[src/rtl/i2c_cfg_pkg.sv]
package i2c_cfg_pkg;

    typedef enum logic [2:0] {
        ST_IDLE,
        ST_RX,
        ST_ACK,
        ST_TX,
        ST_MACK
    } fsm_state_e;

    typedef enum logic [1:0] {
        PH_DEV,
        PH_REG,
        PH_DATA
    } rx_phase_e;

    // Conditions seen on the filtered bus in one system clock
    typedef struct packed {
        logic start;
        logic stop;
        logic scl_rise;
        logic scl_fall;
        logic sda;
    } bus_ev_t;

    // Requests from the protocol engine to the register bank
    typedef struct packed {
        logic       load;
        logic [3:0] load_val;
        logic       wr;
        logic [7:0] wdata;
        logic       take;
    } reg_req_t;

    localparam logic [3:0] PTR_UPPER = 4'hF;
    localparam logic [3:0] LOC_LO    = 4'hE;
    localparam logic [3:0] LOC_HI    = 4'hF;

    // Pointer step: upward, except the top location folds back to 0xE
    function automatic logic [3:0] ptr_step(input logic [3:0] p);
        return (p == LOC_HI) ? LOC_LO : p + 4'd1;
    endfunction

endpackage

[src/rtl/i2c_glitch_filter.sv]
module i2c_glitch_filter #(
    parameter int SYNC_STAGES = 2,
    parameter int HOLD        = 3
) (
    input  logic clk,
    input  logic rst,
    input  logic din,
    output logic dout
);
    localparam int CW = $clog2(HOLD + 1);

    logic sync_out;

    generate
        if (SYNC_STAGES == 1) begin : g_one
            logic s_q;
            always_ff @(posedge clk) begin
                if (rst) s_q <= 1'b1;
                else     s_q <= din;
            end
            assign sync_out = s_q;
        end else begin : g_chain
            logic [SYNC_STAGES-1:0] s_q;
            always_ff @(posedge clk) begin
                if (rst) s_q <= '1;
                else     s_q <= {s_q[SYNC_STAGES-2:0], din};
            end
            assign sync_out = s_q[SYNC_STAGES-1];
        end
    endgenerate

    // The output follows the input only after HOLD equal samples in a row
    logic [CW-1:0] run_q;

    always_ff @(posedge clk) begin
        if (rst) begin
            dout  <= 1'b1;
            run_q <= '0;
        end else if (sync_out != dout) begin
            if (run_q == CW'(HOLD - 1)) begin
                dout  <= sync_out;
                run_q <= '0;
            end else begin
                run_q <= run_q + CW'(1);
            end
        end else begin
            run_q <= '0;
        end
    end
endmodule

[src/rtl/i2c_bus_events.sv]
module i2c_bus_events
    import i2c_cfg_pkg::*;
(
    input  logic    clk,
    input  logic    rst,
    input  logic    scl,
    input  logic    sda,
    output bus_ev_t ev
);
    logic scl_q, sda_q;

    always_ff @(posedge clk) begin
        if (rst) begin
            scl_q <= 1'b1;
            sda_q <= 1'b1;
        end else begin
            scl_q <= scl;
            sda_q <= sda;
        end
    end

    always_comb begin
        ev.scl_rise = scl & ~scl_q;
        ev.scl_fall = ~scl & scl_q;
        ev.start    = scl & scl_q & sda_q & ~sda;
        ev.stop     = scl & scl_q & ~sda_q & sda;
        ev.sda      = sda;
    end
endmodule

[src/rtl/i2c_reg_bank.sv]
module i2c_reg_bank
    import i2c_cfg_pkg::*;
#(
    parameter logic [7:0] HI_MASK = 8'h8F,
    parameter logic [7:0] LO_MASK = 8'hF8,
    parameter logic [7:0] HI_RST  = 8'h8F,
    parameter logic [7:0] LO_RST  = 8'hF8
) (
    input  logic       clk,
    input  logic       rst,
    input  reg_req_t   req,
    output logic [7:0] rdata,
    output logic [3:0] ptr,
    output logic [7:0] cfg_hi,
    output logic [7:0] cfg_lo
);
    always_ff @(posedge clk) begin
        if (rst) begin
            ptr <= LOC_HI;
        end else if (req.load) begin
            ptr <= req.load_val;
        end else if (req.wr || req.take) begin
            ptr <= ptr_step(ptr);
        end
    end

    always_ff @(posedge clk) begin
        if (rst) begin
            cfg_hi <= HI_RST & HI_MASK;
            cfg_lo <= LO_RST & LO_MASK;
        end else if (req.wr) begin
            if (ptr == LOC_HI) cfg_hi <= req.wdata & HI_MASK;
            if (ptr == LOC_LO) cfg_lo <= req.wdata & LO_MASK;
        end
    end

    always_comb begin
        case (ptr)
            LOC_HI:  rdata = cfg_hi;
            LOC_LO:  rdata = cfg_lo;
            default: rdata = 8'h00;
        endcase
    end
endmodule

[src/rtl/i2c_slave_fsm.sv]
module i2c_slave_fsm
    import i2c_cfg_pkg::*;
#(
    parameter logic [6:0] DEV_ADDR = 7'b1010110
) (
    input  logic       clk,
    input  logic       rst,
    input  bus_ev_t    ev,
    input  logic [7:0] rdata,
    output reg_req_t   req,
    output logic       sda_oe,
    output fsm_state_e state
);
    rx_phase_e  phase;
    logic [7:0] shreg;
    logic [7:0] txreg;
    logic [3:0] cnt;
    logic       go_read;
    logic       mack_ok;

    logic byte_done;
    logic load_tx;
    logic quiet;

    assign quiet     = ~ev.start & ~ev.stop;
    assign byte_done = quiet && (state == ST_RX) && ev.scl_fall && (cnt == 4'd8);
    assign load_tx   = quiet && ev.scl_fall &&
                       (((state == ST_ACK) && go_read) ||
                        ((state == ST_MACK) && mack_ok));

    always_comb begin
        req.load     = byte_done && (phase == PH_REG);
        req.load_val = shreg[3:0];
        req.wr       = byte_done && (phase == PH_DATA);
        req.wdata    = shreg;
        req.take     = load_tx;
    end

    always_ff @(posedge clk) begin
        if (rst) begin
            state   <= ST_IDLE;
            phase   <= PH_DEV;
            shreg   <= '0;
            txreg   <= '0;
            cnt     <= '0;
            go_read <= 1'b0;
            mack_ok <= 1'b0;
            sda_oe  <= 1'b0;
        end else if (ev.start) begin
            state  <= ST_RX;
            phase  <= PH_DEV;
            cnt    <= '0;
            sda_oe <= 1'b0;
        end else if (ev.stop) begin
            state  <= ST_IDLE;
            sda_oe <= 1'b0;
        end else begin
            case (state)
                ST_RX: begin
                    if (ev.scl_rise && cnt != 4'd8) begin
                        shreg <= {shreg[6:0], ev.sda};
                        cnt   <= cnt + 4'd1;
                    end else if (byte_done) begin
                        if (phase == PH_DEV) begin
                            if (shreg[7:1] == DEV_ADDR) begin
                                sda_oe  <= 1'b1;
                                state   <= ST_ACK;
                                go_read <= shreg[0];
                            end else begin
                                state <= ST_IDLE;
                            end
                        end else begin
                            sda_oe  <= 1'b1;
                            state   <= ST_ACK;
                            go_read <= 1'b0;
                        end
                    end
                end
                ST_ACK: begin
                    if (ev.scl_fall) begin
                        cnt <= '0;
                        if (go_read) begin
                            state  <= ST_TX;
                            txreg  <= rdata;
                            sda_oe <= ~rdata[7];
                        end else begin
                            state  <= ST_RX;
                            phase  <= (phase == PH_DEV) ? PH_REG : PH_DATA;
                            sda_oe <= 1'b0;
                        end
                    end
                end
                ST_TX: begin
                    if (ev.scl_fall) begin
                        if (cnt == 4'd7) begin
                            sda_oe <= 1'b0;
                            state  <= ST_MACK;
                        end else begin
                            txreg  <= {txreg[6:0], 1'b0};
                            sda_oe <= ~txreg[6];
                            cnt    <= cnt + 4'd1;
                        end
                    end
                end
                ST_MACK: begin
                    if (ev.scl_rise) begin
                        mack_ok <= ~ev.sda;
                    end else if (ev.scl_fall) begin
                        if (mack_ok) begin
                            state  <= ST_TX;
                            cnt    <= '0;
                            txreg  <= rdata;
                            sda_oe <= ~rdata[7];
                        end else begin
                            state <= ST_IDLE;
                        end
                    end
                end
                default: begin
                    sda_oe <= 1'b0;
                end
            endcase
        end
    end
endmodule

[src/rtl/i2c_cfg_slave.sv]
module i2c_cfg_slave
    import i2c_cfg_pkg::*;
#(
    parameter logic [6:0] DEV_ADDR    = 7'b1010110,
    parameter int         SYNC_STAGES = 2,
    parameter int         FILT_HOLD   = 3,
    parameter logic [7:0] HI_MASK     = 8'h8F,
    parameter logic [7:0] LO_MASK     = 8'hF8,
    parameter logic [7:0] HI_RST      = 8'h8F,
    parameter logic [7:0] LO_RST      = 8'hF8
) (
    input  logic       clk,
    input  logic       rst,
    input  logic       scl_i,
    input  logic       sda_i,
    output logic       sda_oe,
    output logic [7:0] cfg_hi,
    output logic [7:0] cfg_lo
);
    localparam int NLINES = 2;

    logic [NLINES-1:0] raw_lines;
    logic [NLINES-1:0] clean_lines;

    assign raw_lines = {sda_i, scl_i};

    generate
        for (genvar g = 0; g < NLINES; g++) begin : g_filt
            i2c_glitch_filter #(
                .SYNC_STAGES(SYNC_STAGES),
                .HOLD       (FILT_HOLD)
            ) u_filt (
                .clk (clk),
                .rst (rst),
                .din (raw_lines[g]),
                .dout(clean_lines[g])
            );
        end
    endgenerate

    bus_ev_t    ev_w;
    reg_req_t   req_w;
    logic [7:0] rdata_w;
    logic [3:0] ptr_w;
    fsm_state_e state_w;

    i2c_bus_events u_ev (
        .clk(clk),
        .rst(rst),
        .scl(clean_lines[0]),
        .sda(clean_lines[1]),
        .ev (ev_w)
    );

    i2c_slave_fsm #(.DEV_ADDR(DEV_ADDR)) u_fsm (
        .clk   (clk),
        .rst   (rst),
        .ev    (ev_w),
        .rdata (rdata_w),
        .req   (req_w),
        .sda_oe(sda_oe),
        .state (state_w)
    );

    i2c_reg_bank #(
        .HI_MASK(HI_MASK),
        .LO_MASK(LO_MASK),
        .HI_RST (HI_RST),
        .LO_RST (LO_RST)
    ) u_regs (
        .clk   (clk),
        .rst   (rst),
        .req   (req_w),
        .rdata (rdata_w),
        .ptr   (ptr_w),
        .cfg_hi(cfg_hi),
        .cfg_lo(cfg_lo)
    );
endmodule

[config.mk]
export PLATFORM = sky130hd
export DESIGN_NAME = i2c_cfg_slave
export DESIGN_NICKNAME = d
export VERILOG_FILES = /design/src/rtl/i2c_cfg_pkg.sv /design/src/rtl/i2c_glitch_filter.sv /design/src/rtl/i2c_bus_events.sv /design/src/rtl/i2c_reg_bank.sv /design/src/rtl/i2c_slave_fsm.sv /design/src/rtl/i2c_cfg_slave.sv
export SDC_FILE = /design/constraint.sdc
export NUM_CORES = 1
export LEC_CHECK = 0
export ABC_CLOCK_PERIOD_IN_PS = 2530
export CORE_ASPECT_RATIO = 0.9
export CORE_MARGIN = 8
export CORE_UTILIZATION = 50
export CTS_CLUSTER_DIAMETER = 80
export DETAILED_ROUTE_END_ITERATION = 10
export PLACE_DENSITY = 0.73
export SLEW_MARGIN = 20
export SYNTH_ARGS = -nofsm -noshare
export SYNTH_HDL_FRONTEND = slang
export SYNTH_SLANG_ARGS = --single-unit
[constraint.sdc]
create_clock -name clk -period 2.53 [get_ports clk]
set_input_delay 0.3795 -clock clk [delete_from_list [all_inputs] [get_ports clk]]
set_output_delay 0.3795 -clock clk [all_outputs]
set_load 0.005 [all_outputs]
## Word level (Yosys, flattened, before mapping)

Cells that the tools add are included.

| operators by class | value |
|---|---|
| add/subtract/negate cells | 4 |
| equality and inequality tests | 36 |
| mux-type cells | 49 |
| bitwise logic cells | 20 |
| reductions and logical operators | 34 |

Operators by type and width:

| operator | number |
|---|---|
| 2-to-1 mux 7 bit | 7 |
| 2-to-1 mux 4 bit | 10 |
| AND reduction 8 bit | 3 |
| 2-to-1 mux 3 bit | 7 |
| one-hot mux 7 bit (3 select lines) | 1 |
| != test 4 x 1 -> 1 bit (second input constant) | 5 |
| one-hot mux 4 bit (4 select lines) | 1 |
| one-hot mux 8 bit (2 select lines) | 1 |
| 2-to-1 mux 1 bit | 15 |
| != test 2 x 1 -> 1 bit (second input constant) | 7 |
| equality test 4 bit (second input constant) | 3 |
| NOT 1 bit | 12 |
| one-hot mux 3 bit (4 select lines) | 1 |
| AND reduction 4 bit | 3 |
| logical AND 1 bit | 10 |
| 2-to-1 mux 2 bit | 5 |
| != test 2 bit (second input constant) | 5 |
| AND reduction 10 bit | 1 |
| AND reduction 9 bit | 1 |
| OR reduction 3 bit | 3 |
| adder 4 x 1 -> 4 bit (second input constant) | 2 |
| bitwise AND 1 bit | 8 |
| != test 4 x 2 -> 1 bit (second input constant) | 2 |
| AND reduction 2 bit | 4 |
| other kinds (20) | 26 |

| word-level totals | value |
|---|---|
| register bits after elaboration | 53 |
| input bits | 4 |
| output and inout port bits | 17 |
| word-level logic and storage cells | 163 |

## Logic depth before layout (Yosys ltp)

| depth | value |
|---|---|
| depth in word-level cells | 13 |
| mapped depth | 8 |
| mapped depth without buffers | 7 |

## Modules after synthesis

From an unflattened synthesis, not the netlist that was laid out.

| second synthesis, totals | value |
|---|---|
| cells, all modules | 303 |
| area, all modules | 2761.4 sq um |

By module, submodules not included:

| module | instances | cells each | area each (sq um) | seq. area each (sq um) |
|---|---|---|---|---|
| i2c_slave_fsm | 1 | 175 | 1541.5 | 540.5 |
| i2c_reg_bank | 1 | 91 | 794.5 | 280.3 |
| i2c_glitch_filter | 2 | 14 | 166.4 | 100.1 |
| i2c_bus_events | 1 | 9 | 92.6 | 40.0 |

## Worst setup path after synthesis

OpenSTA, ideal clock, no wires.

| timing | value |
|---|---|
| path type | register to register |
| start point | reg u_fsm.cnt[0] |
| end point | reg u_fsm.cnt[3] |
| library setup time | 73 ps |
| data arrival time | 1836 ps |
| required time | 2457 ps |
| setup slack | 621 ps |
| stages on the path, launching flop included | 9 |
| path buffers | 1 |
| period minus slack after synthesis | 1909 ps |
| cells stage by stage | dfxtp_1 -> inv_1 -> ha_1 -> and3b_1 -> buf_2 -> nor2_1 -> o221ai_2 -> or4_1 -> a21oi_1 |

| on the way | value |
|---|---|
| cells in the longest elaborated chain, start to end | 4 |
| elaborated cells between the ends (all ways) | 11 |
| those cells by class | add/sub: 1; eq/ne: 4; mux: 4; reduce/logical: 2 |

RTL lines:

| what | line | source |
|---|---|---|
| start, declared | i2c_slave_fsm.sv:17 | `logic [3:0] cnt;` |
| start signal, assigned | i2c_slave_fsm.sv:62 | `cnt <= cnt + 4'd1;` |
| start signal, assigned | i2c_slave_fsm.sv:101 | `cnt <= cnt + 4'd1;` |
| adder 4 x 1 -> 4 bit or != test 4 bit (tied branches) | i2c_slave_fsm.sv:62, i2c_slave_fsm.sv:101, i2c_slave_fsm.sv:60 |  |
| 2-to-1 mux 4 bit or logical AND 1 bit (tied branches) | i2c_slave_fsm.sv:95, i2c_slave_fsm.sv:60 |  |
| 2-to-1 mux 4 bit or != test 2 bit (tied branches) | -- |  |
| one-hot mux 4 bit (4 select lines) or AND reduction 9 bit (tied branches) | -- |  |

Parallel ways exist; a longest one is shown, timed or not. The select of a mux whose other input is x is not followed.
A chain may end at the register's enable or synchronous reset.

## Worst setup path after layout

| timing | value |
|---|---|
| start point | reg u_fsm.state[2] |
| end point | reg u_fsm.txreg[2] |

| on the way | value |
|---|---|
| cells in the longest elaborated chain, start to end | 3 |
| elaborated cells between the ends (all ways) | 13 |
| those cells by class | eq/ne: 10; mux: 1; reduce/logical: 2 |

RTL lines:

| what | line | source |
|---|---|---|
| start, declared | i2c_slave_fsm.sv:12 | `output fsm_state_e state` |
| start signal, assigned | i2c_slave_fsm.sv:41 | `state <= ST_IDLE;` |
| start signal, assigned | i2c_slave_fsm.sv:50 | `state <= ST_RX;` |
| start signal, assigned | i2c_slave_fsm.sv:55 | `state <= ST_IDLE;` |
| equality test 3 x 2 -> 1 bit or equality test 3 bit (tied branches) | i2c_slave_fsm.sv:58 | `case (state)` |
| != test 2 x 1 -> 1 bit (no source line), or another cell as far along | -- |  |
| AND reduction 10 bit (no source line) | -- |  |
| end signal, assigned | i2c_slave_fsm.sv:84 | `txreg <= rdata;` |
| end signal, assigned | i2c_slave_fsm.sv:99 | `txreg <= {txreg[6:0], 1'b0};` |
| end signal, assigned | i2c_slave_fsm.sv:112 | `txreg <= rdata;` |
| end, declared | i2c_slave_fsm.sv:16 | `logic [7:0] txreg;` |

Parallel ways exist; a longest one is shown, timed or not.

==> impl_metrics.tcl <==
set metrics [dict create \
    period_needed_ns 2.18 \
    clockBufferDepth 2 \
    die_x_um 92.7 \
    fmax_mhz 458 \
    async_flop_share 0 \
    tns_ns 0 \
    crit_type "reg -> reg" \
    synthToLayoutAreaGrowth_pct 9.64 \
    via_per_inst 5.79 \
    port_buffers 14 \
    worstHoldPathType "reg -> reg" \
    synth_commonest_cells "53 x dfxtp_1, 27 x nor2_1, 22 x o21ai_0" \
    cts_hold_buf 0 \
    critPathLaunchType "flip-flop" \
    cts_htree_levels 2 \
    hold_viol 0 \
    ys_seq_elements 53 \
    ios 21 \
    remaining_drc_errors 0 \
    root_buffer "clkbuf_8" \
    worstRegToRegCells 5 \
    postSynthAreaPerCell_um2 8.68 \
    yosys_warnings 0 \
    arrival_ns 2.41 \
    cts.sinks 53 \
    core-area_um2 5190 \
    fin_skew_ns 0.0141 \
    power_density_nw_per_um2 507 \
    ant_nets 0 \
    worstPathMaxFanout 12 \
    synth-seq-area-share 0.401 \
    synthFlopType "dfxtp_1" \
    required_ns 2.76 \
    gr-total-overflow 0 \
    dr.pass1.iters 4 \
    fin_crit_sh 0.863 \
    drt_first_iter_violations 153 \
    fp-row-count 25 \
    nets 322 \
    wl_per_cell_um 14.9 \
    grt_max_degree 19 \
    clk_latency_ns 0.32 \
    finalWirelength_mm 5.66 \
    power_leakage_nw 1.15 \
    slew_violations 0 \
    chipHeight_um 85.0 \
    yosys.area.top_type "dfxtp_1" \
    start_util 0.510 \
    hpwl_mm 4.04 \
    slew_headroom 0.387 \
    setup_violations 0 \
    nFillCells 503 \
    cts.repair.resized 0 \
    rsz0062_at_grt "no" \
    synth_cell_type_count 56 \
    numCtsBuffers 5 \
    synth.area.top_cells "dfxtp_1 40%, mux2i_1 5.3%, o21ai_0 4.2%, nor2_1 3.8%, a21oi_1 3.4%" \
    whs_path_depth 1 \
    max_cap_viol_count 0 \
    final_util 0.559 \
    grt_pass1_vias 1987 \
    vias 2202 \
    status "finished, final reports clean" \
    yosysMostFrequentCell "dfxtp_1" \
    crit_path_end_kind "flip-flop" \
    worstMarginPinSlew_ns 0.910 \
    cts.clk_slew.worst_paths_ns 0.10 \
    antenna_found_initial 0 \
    diodes 0 \
    syn_area_um2 2650 \
    gp_congestion 0.949 \
    cts_tree "built" \
    synth_top_area_share 0.401 \
    drive_above_1_share 0.0958 \
    irDropWorstVdd_mv 0.356 \
    post_cts.repair.setup_buffers 0 \
    synthCells 305 \
    synth_edf_count 0 \
    die-area_um2 7880 \
    globalRouteTotalUtil 0.150 \
    grt_pass1_wl_mm 9.71 \
]
[final timing paths]
| path | end | from | slack [ns] |
|---|---|---|---|
| setup / recovery | u_fsm.txreg[2] | u_fsm.state[2] | 0.35 |
| hold / removal | g_filt[0].u_filt.run_q[0] | g_filt[0].u_filt.run_q[0] | 0.41 |
| hold reg to reg | g_filt[0].u_filt.run_q[0] | g_filt[0].u_filt.run_q[0] | 0.41 |
| setup reg to reg | u_fsm.txreg[2] | u_fsm.state[2] | 0.35 |
[layout make-up]
class,instances,area (um2),share of cell area
Timing Repair Buffer,18,170,0.0586
Clock inverter,3,47.5,0.0164
Clock buffer,5,68.8,0.0237
Sequential cell,53,1060,0.366
Inverter,8,30.0,0.0103
Multi-Input combinational cell,226,1440,0.497
Tap cell,67,83.8,0.0289
[logic make-up (layout without fill, tap and decap cells)]
logic type | count (synthesis) | count (layout) | synth area share
AO/OA/AOI/OAI | 78 | 78 | 0.197
XOR/XNOR | 3 | 3 | 0.00993
adder cells (fa/ha/maj) | 6 | 6 | 0.0284
buffers and inverters | 31 | 34 | 0.0619
flip-flops | 53 | 53 | 0.401
multiplexers | 14 | 14 | 0.0529
other | 1 | 6 | 0.00142
AND/OR/NAND/NOR | 119 | 119 | 0.248
[routing by layer]
layer | vias up | global-route usage | wire, um
li1 | 1114 | - | -
met1 | 1028 | 0.203 | 2840
met2 | 51 | 0.218 | 2420
met3 | 9 | 0.0370 | 314
met4 | 0 | 0.0643 | 84
met5 | - | 0 | 0
[layout by cell type, fill, tap and decap left out, drive strengths merged, types with 7 or more instances in the layout]
cell	instances
inv	10
or2	7
nand2	20
nand2b	7
a21oi	21
mux2i	14
o21ai	23
dfxtp	53
nand3	16
nor2	27
clkdlybuf4s50	14
[where the power goes]
group	leakage [nW]	switching, mW	internal [mW]
combinational	0.665	0.0194	0.0121
clock	0.0591	0.299	0.302
sequential	0.429	0.00151	0.838
total	1.15	0.320	1.15
[registers in the layout, summed over array words and instances (netlist names), 2 cells and up]
signal	flops
g_filt.u_filt.g_chain.s_q	4
g_filt.u_filt.dout	2
u_fsm.shreg	8
u_fsm.state	3
u_regs.cfg_hi	5
u_regs.ptr	4
u_regs.cfg_lo	5
u_fsm.txreg	7
u_fsm.cnt	4
g_filt.u_filt.run_q	4
u_fsm.phase	2
[critical path, stage by stage, from the launching register on]
cell	delay (ns)
dfxtp_1	0.51
or3b_1	0.53
and2_4	0.25
nor3_4	0.44
a21oi_1	0.13
a311oi_1	0.25
[stage by stage]
stage | instance area, um2 | cells | hold slack, ns | power, mW | setup WS [ns]
finish | 2900 | 380 | 0.414 | 1.47 | 0.346
global route | 2900 | 380 | 0.433 | 1.53 | 0.210
CTS | 2900 | 380 | 0.416 | 1.49 | 0.374
detailed placement | 2790 | 372 | 0.395 | 0.890 | 0.374
global placement | 2790 | 372 | 0.392 | 0.889 | 0.446
floorplan | 2670 | 310 | 0.389 | 0.883 | 0.621
Power figures use the tool's default switching activity.
